[src/rtl/brn_pkg.sv]
package brn_pkg;

    typedef enum logic [1:0] {
        SEL_CARRY = 2'b00,
        SEL_ZERO  = 2'b01,
        SEL_NEG   = 2'b10,
        SEL_OVF   = 2'b11
    } flag_sel_e;

    typedef struct packed {
        logic c;
        logic z;
        logic n;
        logic v;
    } flags_t;

    typedef struct packed {
        flag_sel_e sel;
        logic      sense;
    } cond_t;

    localparam int unsigned COST_NOT_TAKEN = 2;
    localparam int unsigned COST_TAKEN     = 3;
    localparam int unsigned COST_FAR       = 5;

    function automatic logic pick_flag(input flags_t f, input flag_sel_e s);
        logic r;
        case (s)
            SEL_CARRY: r = f.c;
            SEL_ZERO:  r = f.z;
            SEL_NEG:   r = f.n;
            default:   r = f.v;
        endcase
        return r;
    endfunction

endpackage

[src/rtl/brn_cond_eval.sv]
module brn_cond_eval
    import brn_pkg::*;
(
    input  cond_t  cond,
    input  flags_t flags,
    output logic   met
);
    always_comb begin
        met = (pick_flag(flags, cond.sel) == cond.sense);
    end
endmodule

[src/rtl/brn_cost_calc.sv]
module brn_cost_calc
    import brn_pkg::*;
#(
    parameter int PC_W      = 16,
    parameter int PAGE_BITS = 8,
    parameter int CNT_W     = 4
) (
    input  logic             is_branch,
    input  logic             met,
    input  logic [PC_W-1:0]  pc,
    input  logic [PC_W-1:0]  target,
    input  logic             page_cross,
    input  logic [CNT_W-1:0] base,
    output logic [CNT_W-1:0] cost,
    output logic             take,
    output logic [PC_W-1:0]  pc_sel
);
    localparam logic [CNT_W:0] MAX_COST = {1'b0, {CNT_W{1'b1}}};

    logic           far;
    logic [CNT_W:0] raw;

    always_comb begin
        far  = (pc[PC_W-1:PAGE_BITS] != target[PC_W-1:PAGE_BITS]);
        take = is_branch && met;
        if (is_branch) begin
            if (!met)
                raw = (CNT_W+1)'(COST_NOT_TAKEN);
            else if (far)
                raw = (CNT_W+1)'(COST_FAR);
            else
                raw = (CNT_W+1)'(COST_TAKEN);
        end else begin
            raw = {1'b0, base} + {{CNT_W{1'b0}}, page_cross};
        end
        cost   = (raw > MAX_COST) ? MAX_COST[CNT_W-1:0] : raw[CNT_W-1:0];
        pc_sel = take ? target : pc;
    end
endmodule

[src/rtl/brn_cycle_ctr.sv]
module brn_cycle_ctr #(
    parameter int CNT_W = 4
) (
    input  logic             clk,
    input  logic             rst,
    input  logic             start,
    input  logic [CNT_W-1:0] cost,
    output logic             accept,
    output logic             busy
);
    logic [CNT_W-1:0] remain;

    always_comb begin
        busy   = (remain != '0);
        accept = start && !busy;
    end

    always_ff @(posedge clk) begin
        if (rst)
            remain <= '0;
        else if (accept)
            remain <= cost;
        else if (busy)
            remain <= remain - 1'b1;
    end
endmodule

[src/rtl/brn_resolver.sv]
module brn_resolver
    import brn_pkg::*;
#(
    parameter int PC_W      = 16,
    parameter int PAGE_BITS = 8,
    parameter int CNT_W     = 4
) (
    input  logic             clk,
    input  logic             rst,
    input  logic             start,
    input  logic             is_branch,
    input  logic [2:0]       cond_code,
    input  logic             flag_c,
    input  logic             flag_z,
    input  logic             flag_n,
    input  logic             flag_v,
    input  logic [PC_W-1:0]  cur_pc,
    input  logic [PC_W-1:0]  tgt_pc,
    input  logic             page_cross,
    input  logic [CNT_W-1:0] base_cycles,
    output logic [PC_W-1:0]  next_pc,
    output logic             taken,
    output logic             busy
);
    cond_t            cond;
    flags_t           flags;
    logic             met;
    logic             take_w;
    logic [PC_W-1:0]  pc_w;
    logic [CNT_W-1:0] cost_w;
    logic             accept;

    always_comb begin
        cond.sel   = flag_sel_e'(cond_code[2:1]);
        cond.sense = cond_code[0];
        flags.c    = flag_c;
        flags.z    = flag_z;
        flags.n    = flag_n;
        flags.v    = flag_v;
    end

    brn_cond_eval u_cond (
        .cond  (cond),
        .flags (flags),
        .met   (met)
    );

    brn_cost_calc #(
        .PC_W      (PC_W),
        .PAGE_BITS (PAGE_BITS),
        .CNT_W     (CNT_W)
    ) u_cost (
        .is_branch  (is_branch),
        .met        (met),
        .pc         (cur_pc),
        .target     (tgt_pc),
        .page_cross (page_cross),
        .base       (base_cycles),
        .cost       (cost_w),
        .take       (take_w),
        .pc_sel     (pc_w)
    );

    brn_cycle_ctr #(
        .CNT_W (CNT_W)
    ) u_ctr (
        .clk    (clk),
        .rst    (rst),
        .start  (start),
        .cost   (cost_w),
        .accept (accept),
        .busy   (busy)
    );

    always_ff @(posedge clk) begin
        if (rst) begin
            next_pc <= '0;
            taken   <= 1'b0;
        end else if (accept) begin
            next_pc <= pc_w;
            taken   <= take_w;
        end
    end
endmodule

[config.mk]
export PLATFORM = sky130hd
export DESIGN_NAME = brn_resolver
export DESIGN_NICKNAME = d
export VERILOG_FILES = /design/src/rtl/brn_pkg.sv /design/src/rtl/brn_cond_eval.sv /design/src/rtl/brn_cost_calc.sv /design/src/rtl/brn_cycle_ctr.sv /design/src/rtl/brn_resolver.sv
export SDC_FILE = /design/constraint.sdc
export NUM_CORES = 1
export LEC_CHECK = 0
export BUFFER_PORTS_ARGS = -buffer_cell sky130_fd_sc_hd__buf_4
export CAP_MARGIN = 5
export CELL_PAD_IN_SITES_DETAIL_PLACEMENT = 1
export CELL_PAD_IN_SITES_GLOBAL_PLACEMENT = 1
export CORE_MARGIN = 10
export CORE_UTILIZATION = 35
export DETAILED_ROUTE_END_ITERATION = 8
export PLACE_DENSITY = 0.82
export SLEW_MARGIN = 20
export SYNTH_ARGS = -nofsm -noshare
export SYNTH_HDL_FRONTEND = slang
export SYNTH_SLANG_ARGS = --single-unit
export TNS_END_PERCENT = 50
[constraint.sdc]
create_clock -name clk -period 3.3 [get_ports clk]
set_clock_uncertainty 0.1 [all_clocks]
set_input_delay 0.33 -clock clk [delete_from_list [all_inputs] [get_ports clk]]
set_output_delay 0.33 -clock clk [all_outputs]
set_load 0.01 [all_outputs]
# Word-level counts from Yosys, hierarchy flattened
# Index checks and enable logic that the tools add are counted.
[totals] reg_bits=21 input_bits=48 out_inout_bits=18 word_cells=24
[classes] add_sub_neg=2 n_lt_le_gt_ge=1 eq_ne=4 muxes=8 n_reduce_logical=6
[ops] cell="16-bit 2-to-1 mux" count=1
[ops] cell="4-bit 2-to-1 mux" count=3
[ops] cell="5-bit 2-to-1 mux" count=2
[ops] cell="8-bit != test" count=1
[ops] cell="4-bit by 1-bit adder with 5-bit output" count=1
[ops] cell="5-bit by 4-bit greater-than comparator with 1-bit output, second input constant" count=1
[ops] cell="4-bit nonzero test" count=1
[ops] cell="4-bit by 1-bit subtractor with 4-bit output, second input constant" count=1
[ops] cell="3-bit 2-to-1 mux" count=1
[ops] cell="1-bit case mux with 3 select lines" count=1
[ops] cell="2-bit by 1-bit == test with 1-bit output, second input constant" count=1
[ops] cell="2-bit == test, second input constant" count=1
[ops] cell="1-bit logical AND" count=2
[ops] cell="2-bit zero test" count=1
[ops] cell="2-bit nonzero test" count=1
[ops] cell="1-bit == test" count=1
[ops] cell="1-bit zero test" count=1

# Logic depth before layout (Yosys ltp)
# Gate-level depths: netlist (run 1).
[logic_depth] depth_word=8 mapped_depth=7 ltp_nobuf=7

# Cells and area by module
# Synthesis (run 1) repeated with hierarchy kept, for this count alone.
[hier_totals] cells_unflattened=128 area_unflattened_um2=1326.3
[by_module_without_submodules] module="brn_resolver" n_inst=1 cells_per_inst=55 area_each_um2=614.3 seq_area_each_um2=340.3
[by_module_without_submodules] module="brn_cost_calc" n_inst=1 cells_per_inst=44 area_each_um2=434.2 seq_area_each_um2=0.0
[by_module_without_submodules] module="brn_cycle_ctr" n_inst=1 cells_per_inst=27 area_each_um2=246.5 seq_area_each_um2=80.1
[by_module_without_submodules] module="brn_cond_eval" n_inst=1 cells_per_inst=2 area_each_um2=31.3 seq_area_each_um2=0.0

# Worst setup path before layout (run 1)
# Ideal clock, no wire load.
[synth_path] path_kind="reg-to-reg" start="register u_ctr.remain[0]" end="register u_ctr.remain[1]" setup_ns=0.114 arrival_ns=1.464 t_required_ns=3.086 setup_slack_ns=1.621 stages_incl_launch_ff=7 n_path_buf=0 period_less_slack_ns=1.679 cell_sequence="dfxtp_1 -> inv_1 -> ha_1 -> nor4b_1 -> a211oi_1 -> a32oi_1 -> a21bo_1"
[synth_via] elab_chain_len=4 word_cells_on_any_way=7 cone_classes="1 x add/sub; 2 x mux; 4 x reduce/logical"
[synth_lines] item="start, declared" line="brn_cycle_ctr.sv:11" source="logic [CNT_W-1:0] remain;"
[synth_lines] item="start signal, assigned" line="brn_cycle_ctr.sv:22" source="remain <= cost;"
[synth_lines] item="start signal, assigned" line="brn_cycle_ctr.sv:24" source="remain <= remain - 1'b1;"
[synth_lines] item="parallel branches: the longest is 4 deep, another holds 4-bit by 1-bit subtractor with 4-bit output"
# Several ways; the timed one is not identified. The select of a mux whose other input is x is not followed.
# A chain may end at the register's enable or synchronous reset.

# Worst setup path in the final report (run 1)
# Same ends and word-level chain as after synthesis.

==> flow_metrics.py, run 1 <==
metrics = {
    "status": {
        "outcome": "completed",
    },
    "drt": {
        "vias": 1452,
        "wire_per_inst_um": 18.61,
        "drc": 0,
        "ant_nets": 0,
        "first_iter_violations": 53,
        "via_per_inst": 5.542,
        "firstDrtPassIters": 4,
        "totalWireLength_mm": 4.876,
    },
    "yosys": {
        "ys_ff_latch": 21,
        "ys_types": 39,
        "synth_fa_ha_area_share_pct": 3.731,
        "netlist_instances": 155,
        "synth-compound-area-share_pct": 28.36,
        "yosys-mux-area-fraction_pct": 5.224,
        "seq_area_frac_synth_pct": 31.34,
        "synth_fp_nets": 207,
        "synth-edff-count": 0,
        "synth_most_common_cell": "o21ai_0",
        "yosys.area_share.simple_pct": 18.28,
        "synth_xor_area_share_pct": 6.530,
        "synth_top_cell_by_area": "dfxtp_1",
        "synth_top_family_by_area": "compound AO/OA/AOI/OAI gates",
        "async_flop_share_pct": 0,
        "synth_flop_cell": "dfxtp_1",
        "ys_top_cells_by_area": "dfxtp_1, o21ai_0, xnor2_1",
        "synth_top_area_share_pct": 31.34,
        "synth.avg_cell_area_um2": 8.653,
        "synth_area_um2": 1341,
        "ys_warn_count": 0,
        "synth_commonest_cells": "o21ai_0, dfxtp_1, nand3_1",
    },
    "worst_setup_path": {
        "crit_start": "u_ctr.remain[0]",
        "worstSetupPathType": "register to register",
        "crit_fanout": 36,
        "arrival_ns": 2.20,
        "crit_path_start_kind": "register",
        "end_kind": "register",
        "reg2reg_from": "u_ctr.remain[0]",
        "worstPathRequired_ns": 3.36,
    },
    "grt": {
        "grt_pass1_wl_mm": 7.893,
        "grt_usage_pct": 14.76,
        "antenna_found_initial": 0,
        "grt_pass1_vias": 1663,
        "grt_start_max_net_pins": 37,
        "overflow": 0,
    },
    "placed_design": {
        "gp_congestion": 0.8066,
        "dp_hpwl_mm": 3.939,
        "io_buffers": 65,
        "pre_cts_ws_ns": 1.009,
    },
    "power_and_ir_drop": {
        "p_per_area_nw_per_um2": 615.4,
        "max-vdd-ir-drop_mv": 0.2082,
        "leakagePower_uw": 0.0007997,
        "power_uw": 1149,
    },
    "sta": {
        "post-route-min-period_ns": 2.142,
        "hold_violations": 0,
        "max-slew-margin-rel_pct": 35.72,
        "final.period_utilization_pct": 64.90,
        "worstMarginPinSlew_ns": 0.9455,
        "max_clock_freq_ghz": 0.4669,
        "whs_ns": 0.2460,
        "rsz0062_at_grt": "no",
        "setup_tns_ns": 0,
        "finalMaxSlewViolations": 0,
        "setup_viol": 0,
        "layout_setup_ws_ns": 1.158,
    },
    "layout": {
        "drive_gt1_share_pct": 38.32,
        "utilization_pct": 50.61,
        "final_nets": 267,
        "syn2layout_area_growth_pct": 39.18,
        "diodes": 0,
    },
    "clocking": {
        "postCtsHoldBufs": 0,
        "cts_setup_buffers": 0,
        "cts_tree": "yes",
        "clkLatencyLatePin_ns": 0.26,
        "htree_levels": 1,
        "ctsResizeCount": 0,
        "ctsRootBufferMaster": "clkbuf_8",
        "numClockSinks": 21,
        "cts.path.max_buffers": 2,
        "clkTransAtPathRegs_ns": 0.08,
        "cts_buffers": 3,
    },
    "floorplanning": {
        "io_pins": 66,
        "fp.dieH_um": 81.91,
        "dieArea_um2": 6708,
        "num_rows": 22,
        "die_x_um": 81.91,
        "start_util_pct": 36.36,
        "coreArea_um2": 3689,
    },
    "flow_run": {
        "drv_cap": 0,
    },
    "min_path": {
        "hold_start": "cur_pc[0]",
        "hp-class": "primary input to register",
    },
}
-- area by class of cell --
| cell class | count | area, um2 |
|---|---|---|
| Inverter | 5 | 18.77 |
| Multi-Input combinational cell | 119 | 833.3 |
| Fill cell | 469 | 1822 |
| Timing Repair Buffer | 65 | 488.0 |
| Clock buffer | 3 | 41.29 |
| Sequential cell | 21 | 420.4 |
| Tap cell | 48 | 60.06 |
| Clock inverter | 1 | 5.005 |
-- flip-flops by register name (all words and copies together), names as in the netlist --
register      count
u_ctr.remain      4
taken             1
next_pc          16
-- per-layer routing --
| metal | global-route usage (%) | share of wire, % | up-vias |
|---|---|---|---|
| li1 | - | - | 703 |
| met1 | 16.44 | 41 | 705 |
| met2 | 27.19 | 54 | 40 |
| met3 | 4.148 | 5.3 | 4 |
| met4 | 3.061 | 0.57 | 0 |
| met5 | 0 | 0 | - |
-- worst max-delay path, cell delays in order, from the launching register on --
cell	delay (ns)
dfxtp_1	0.32
inv_1	0.13
ha_1	0.19
and4bb_2	0.70
nand2_1	0.16
a32oi_1	0.21
a21bo_1	0.22
-- report_power, final --
group | internal (uW) | switching, uW | leakage (uW)
registers | 341 | 60.6 | 0.000173
logic | 276 | 299 | 0.000602
clock network | 84.1 | 87.9 | 0.0000255
total | 701 | 448 | 0.000800
-- layout by cell type (no fill, tap or decap), types with 4 or more instances in the layout --
cell type,synthesis,layout
dfxtp_1,21,21
nand3_1,14,14
a311oi_1,6,6
o21ai_0,26,26
buf_4,0,65
inv_1,5,5
xnor2_1,10,10
ha_1,4,4
a31oi_1,10,10
nor2_1,12,12
-- worst paths after layout --
kind                     end  slack (ns)  cells past startpoint
max          u_ctr.remain[1]        1.16                      6
min               next_pc[0]        0.25                      3
min reg2reg       next_pc[9]        0.41                      2
max reg2reg  u_ctr.remain[1]        1.16                      6
-- metrics by stage --
step | instances | instance area [um2]
6_report | 262 | 1867
5_1_grt | 262 | 1867
4_1_cts | 262 | 1867
3_5_place_dp | 258 | 1821
3_3_place_gp | 258 | 1821
2_1_floorplan | 155 | 1341
-- cell families after synthesis --
logic type,Yosys count
flops,21
fa+ha+maj,4
buf+inv,15
mux,6
xor+xnor,10
compound gates,56
simple gates,43
Power figures use the tool's default switching activity.
==> run 2, diff against run 1 <==
--- a/config.mk
+++ b/config.mk
@@ -5,14 +5,15 @@
 export SDC_FILE = /design/constraint.sdc
 export NUM_CORES = 1
 export LEC_CHECK = 0
+export ABC_AREA = 1
 export BUFFER_PORTS_ARGS = -buffer_cell sky130_fd_sc_hd__buf_4
 export CAP_MARGIN = 5
 export CELL_PAD_IN_SITES_DETAIL_PLACEMENT = 1
 export CELL_PAD_IN_SITES_GLOBAL_PLACEMENT = 1
 export CORE_MARGIN = 10
-export CORE_UTILIZATION = 35
+export CORE_UTILIZATION = 28
 export DETAILED_ROUTE_END_ITERATION = 8
-export PLACE_DENSITY = 0.82
+export PLACE_DENSITY = 0.73
 export SLEW_MARGIN = 20
 export SYNTH_ARGS = -nofsm -noshare
 export SYNTH_HDL_FRONTEND = slang
==> constraint.sdc (replaced) <==
create_clock -name clk -period 1.94 [get_ports clk]
set_clock_uncertainty 0.1 [all_clocks]
set_input_delay 0.194 -clock clk [delete_from_list [all_inputs] [get_ports clk]]
set_output_delay 0.194 -clock clk [all_outputs]
set_load 0.01 [all_outputs]
==> flow_metrics.py, run 2 <==
metrics = {
    "status": {
        "outcome": "completed",
    },
    "drt": {
        "totalWireLength_mm": 4.197,
        "firstDrtPassIters": 4,
        "ant_nets": 0,
        "wire_per_inst_um": 13.50,
        "vias": 1389,
        "drc": 0,
        "via_per_inst": 4.466,
        "first_iter_violations": 47,
    },
    "power_and_ir_drop": {
        "max-vdd-ir-drop_mv": 0.5865,
        "power_uw": 1998,
        "p_per_area_nw_per_um2": 1046,
        "leakagePower_uw": 0.001027,
    },
    "worst_setup_path": {
        "end_kind": "register",
        "crit_end": "u_ctr.remain[2]",
        "reg2reg_from": "u_ctr.remain[0]",
        "crit_start": "u_ctr.remain[0]",
        "worstSetupPathType": "register to register",
        "crit_path_start_kind": "register",
        "r2r_setup_slack_ns": 0.33,
        "worstPathRequired_ns": 2.04,
        "crit_fanout": 39,
        "r2r_end": "u_ctr.remain[2]",
        "arrival_ns": 1.71,
        "reg2reg_depth": 9,
    },
    "yosys": {
        "synth_top_cell_by_area": "dfxtp_1",
        "synth_top_area_share_pct": 31.37,
        "synth_commonest_cells": "nand2_1, inv_1, dfxtp_1",
        "synth-edff-count": 0,
        "synth_area_um2": 1340,
        "netlist_instances": 192,
        "synth_most_common_cell": "nand2_1",
        "seq_area_frac_synth_pct": 31.37,
        "ys_ff_latch": 21,
        "ys_top_cells_by_area": "dfxtp_1, nand2_1, o211ai_1",
        "synth.avg_cell_area_um2": 6.979,
        "synth_flop_cell": "dfxtp_1",
        "ys_warn_count": 0,
        "async_flop_share_pct": 0,
        "synth_fp_nets": 244,
        "ys_types": 28,
    },
    "clocking": {
        "clkTransAtPathRegs_ns": 0.08,
        "ctsRootBufferMaster": "clkbuf_8",
        "htree_levels": 1,
        "numClockSinks": 21,
        "ctsResizeCount": 0,
        "cts_buffers": 3,
        "cts_tree": "yes",
        "clkLatencyLatePin_ns": 0.26,
        "cts.path.max_buffers": 2,
    },
    "sta": {
        "whs_ns": 0.1581,
        "finalMaxSlewViolations": 0,
        "max_clock_freq_ghz": 0.6220,
        "hold_violations": 0,
        "max-slew-margin-rel_pct": 63.86,
        "final.period_utilization_pct": 82.88,
        "rsz0062_at_grt": "no",
        "worstMarginPinSlew_ns": 0.5387,
        "post-route-min-period_ns": 1.608,
        "setup_tns_ns": 0,
        "setup_viol": 0,
    },
    "layout": {
        "utilization_pct": 40.69,
        "diodes": 0,
        "largest-register": "next_pc",
        "final_nets": 310,
        "final_cell_mix": "buf_4, nand2_1, inv_1",
        "top_regs": "next_pc (16), u_ctr.remain (4), taken (1)",
        "drive_gt1_share_pct": 32.30,
        "layout_commonest_cell": "buf_4",
        "final_design_area_no_fill_um2": 1909,
        "syn2layout_area_growth_pct": 42.48,
        "fillers": 614,
        "largest_reg_flops": 16,
    },
    "grt": {
        "grt_pass1_wl_mm": 6.624,
        "overflow": 0,
        "antenna_found_initial": 0,
        "grt_pass1_vias": 1382,
        "grt_usage_pct": 10.65,
        "grt_start_max_net_pins": 40,
    },
    "placed_design": {
        "placed_area_um2": 1853,
        "dp_hpwl_mm": 3.441,
        "io_buffers": 65,
        "gp_congestion": 0.7708,
    },
    "floorplanning": {
        "dieArea_um2": 7953,
        "io_pins": 66,
        "num_rows": 25,
        "start_util_pct": 28.56,
        "die_x_um": 89.18,
        "fp.dieH_um": 89.18,
        "coreArea_um2": 4692,
    },
    "flow_run": {
        "drv_cap": 0,
    },
    "min_path": {
        "hp-class": "primary input to register",
    },
}
==> run 2: cell types whose count changed in the layout (fill, tap and decap cells not counted), sizes merged, moves of 4 or more <==
cell	previous run	this run
nand3	16	23
mux2i	4	0
o211ai	0	16
inv	5	33
a311oi	8	0
nor2	13	5
o21ai	26	4
nand2	1	56
a31oi	10	1
==> run 2: worst max-delay path, cell delays in order (launching register included) <==
cell	delay, ns
dfxtp_1	0.32
inv_1	0.11
ha_1	0.17
nand3_2	0.13
nor2_2	0.15
buf_12	0.21
nand2_1	0.07
inv_1	0.08
a32oi_1	0.09
a21oi_1	0.12
==> run 2: report_power, final <==
group	internal [uW]	switching (uW)	leakage, uW	total (uW)
clock network	143	146	0.0000255	289
registers	586	77.5	0.000173	664
logic	495	550	0.000829	1050
total	1220	773	0.00103	2000
==> run 2: kinds of logic (layout without fill, tap and decap cells) <==
kind of cell	Yosys count	count (layout)	synth area share [%]
DFF	21	21	31.37
buffers and inverters	42	107	15.50
adders and majority gates	4	4	3.735
and+or+nand+nor	87	87	28.95
AOI/OAI and AO/OA	28	28	13.91
xor gates and xnor gates	10	10	6.536
==> run 2: cell type report <==
class | instances | area (um2) | area share, %
flip-flops and latches | 21 | 420.4 | 22.02
clock inverters | 1 | 5.005 | 0.2621
clock buffers | 3 | 41.29 | 2.163
repair buffers | 69 | 533.0 | 27.92
well taps | 54 | 67.56 | 3.539
inverters | 34 | 127.6 | 6.684
multi-input cells | 129 | 714.4 | 37.42
==> run 2: stage by stage <==
stage | cells | worst slack (ns)
finish | 311 | 0.3322
CTS | 310 | 0.3105
floorplan | 192 | 0.3999
detailed placement | 306 | 0.3308
global route | 311 | 0.1837
global placement | 306 | 0.3819
==> run 2: metal layers <==
layer	up-vias	global-route usage (%)	share of wire, %
li1	742	-	-
met4	0	3.613	1.1
met5	-	0	0
met1	612	12.47	42
met2	29	17.56	51
met3	6	3.829	5.4
==> run 2: what timing repair did <==
action / CTS / global route
buffers inserted: 0 / 0
hold buffers: 0 / 1
hold endpoints to repair: 0 / 1
endpoints found under the setup margin: 0 / 0
==> run 2: worst min-delay path by stage <==
stage               cells past startpoint  startpoint  slack (ns)         endpoint
finish                                  5   cur_pc[3]        0.16       next_pc[3]
global route                            5   cur_pc[3]        0.17       next_pc[3]
CTS                                     2         rst       0.003  u_ctr.remain[1]
detailed placement                      2         rst        0.29  u_ctr.remain[1]
global placement                        2         rst        0.29  u_ctr.remain[1]
floorplan                               1         rst        0.16  u_ctr.remain[1]
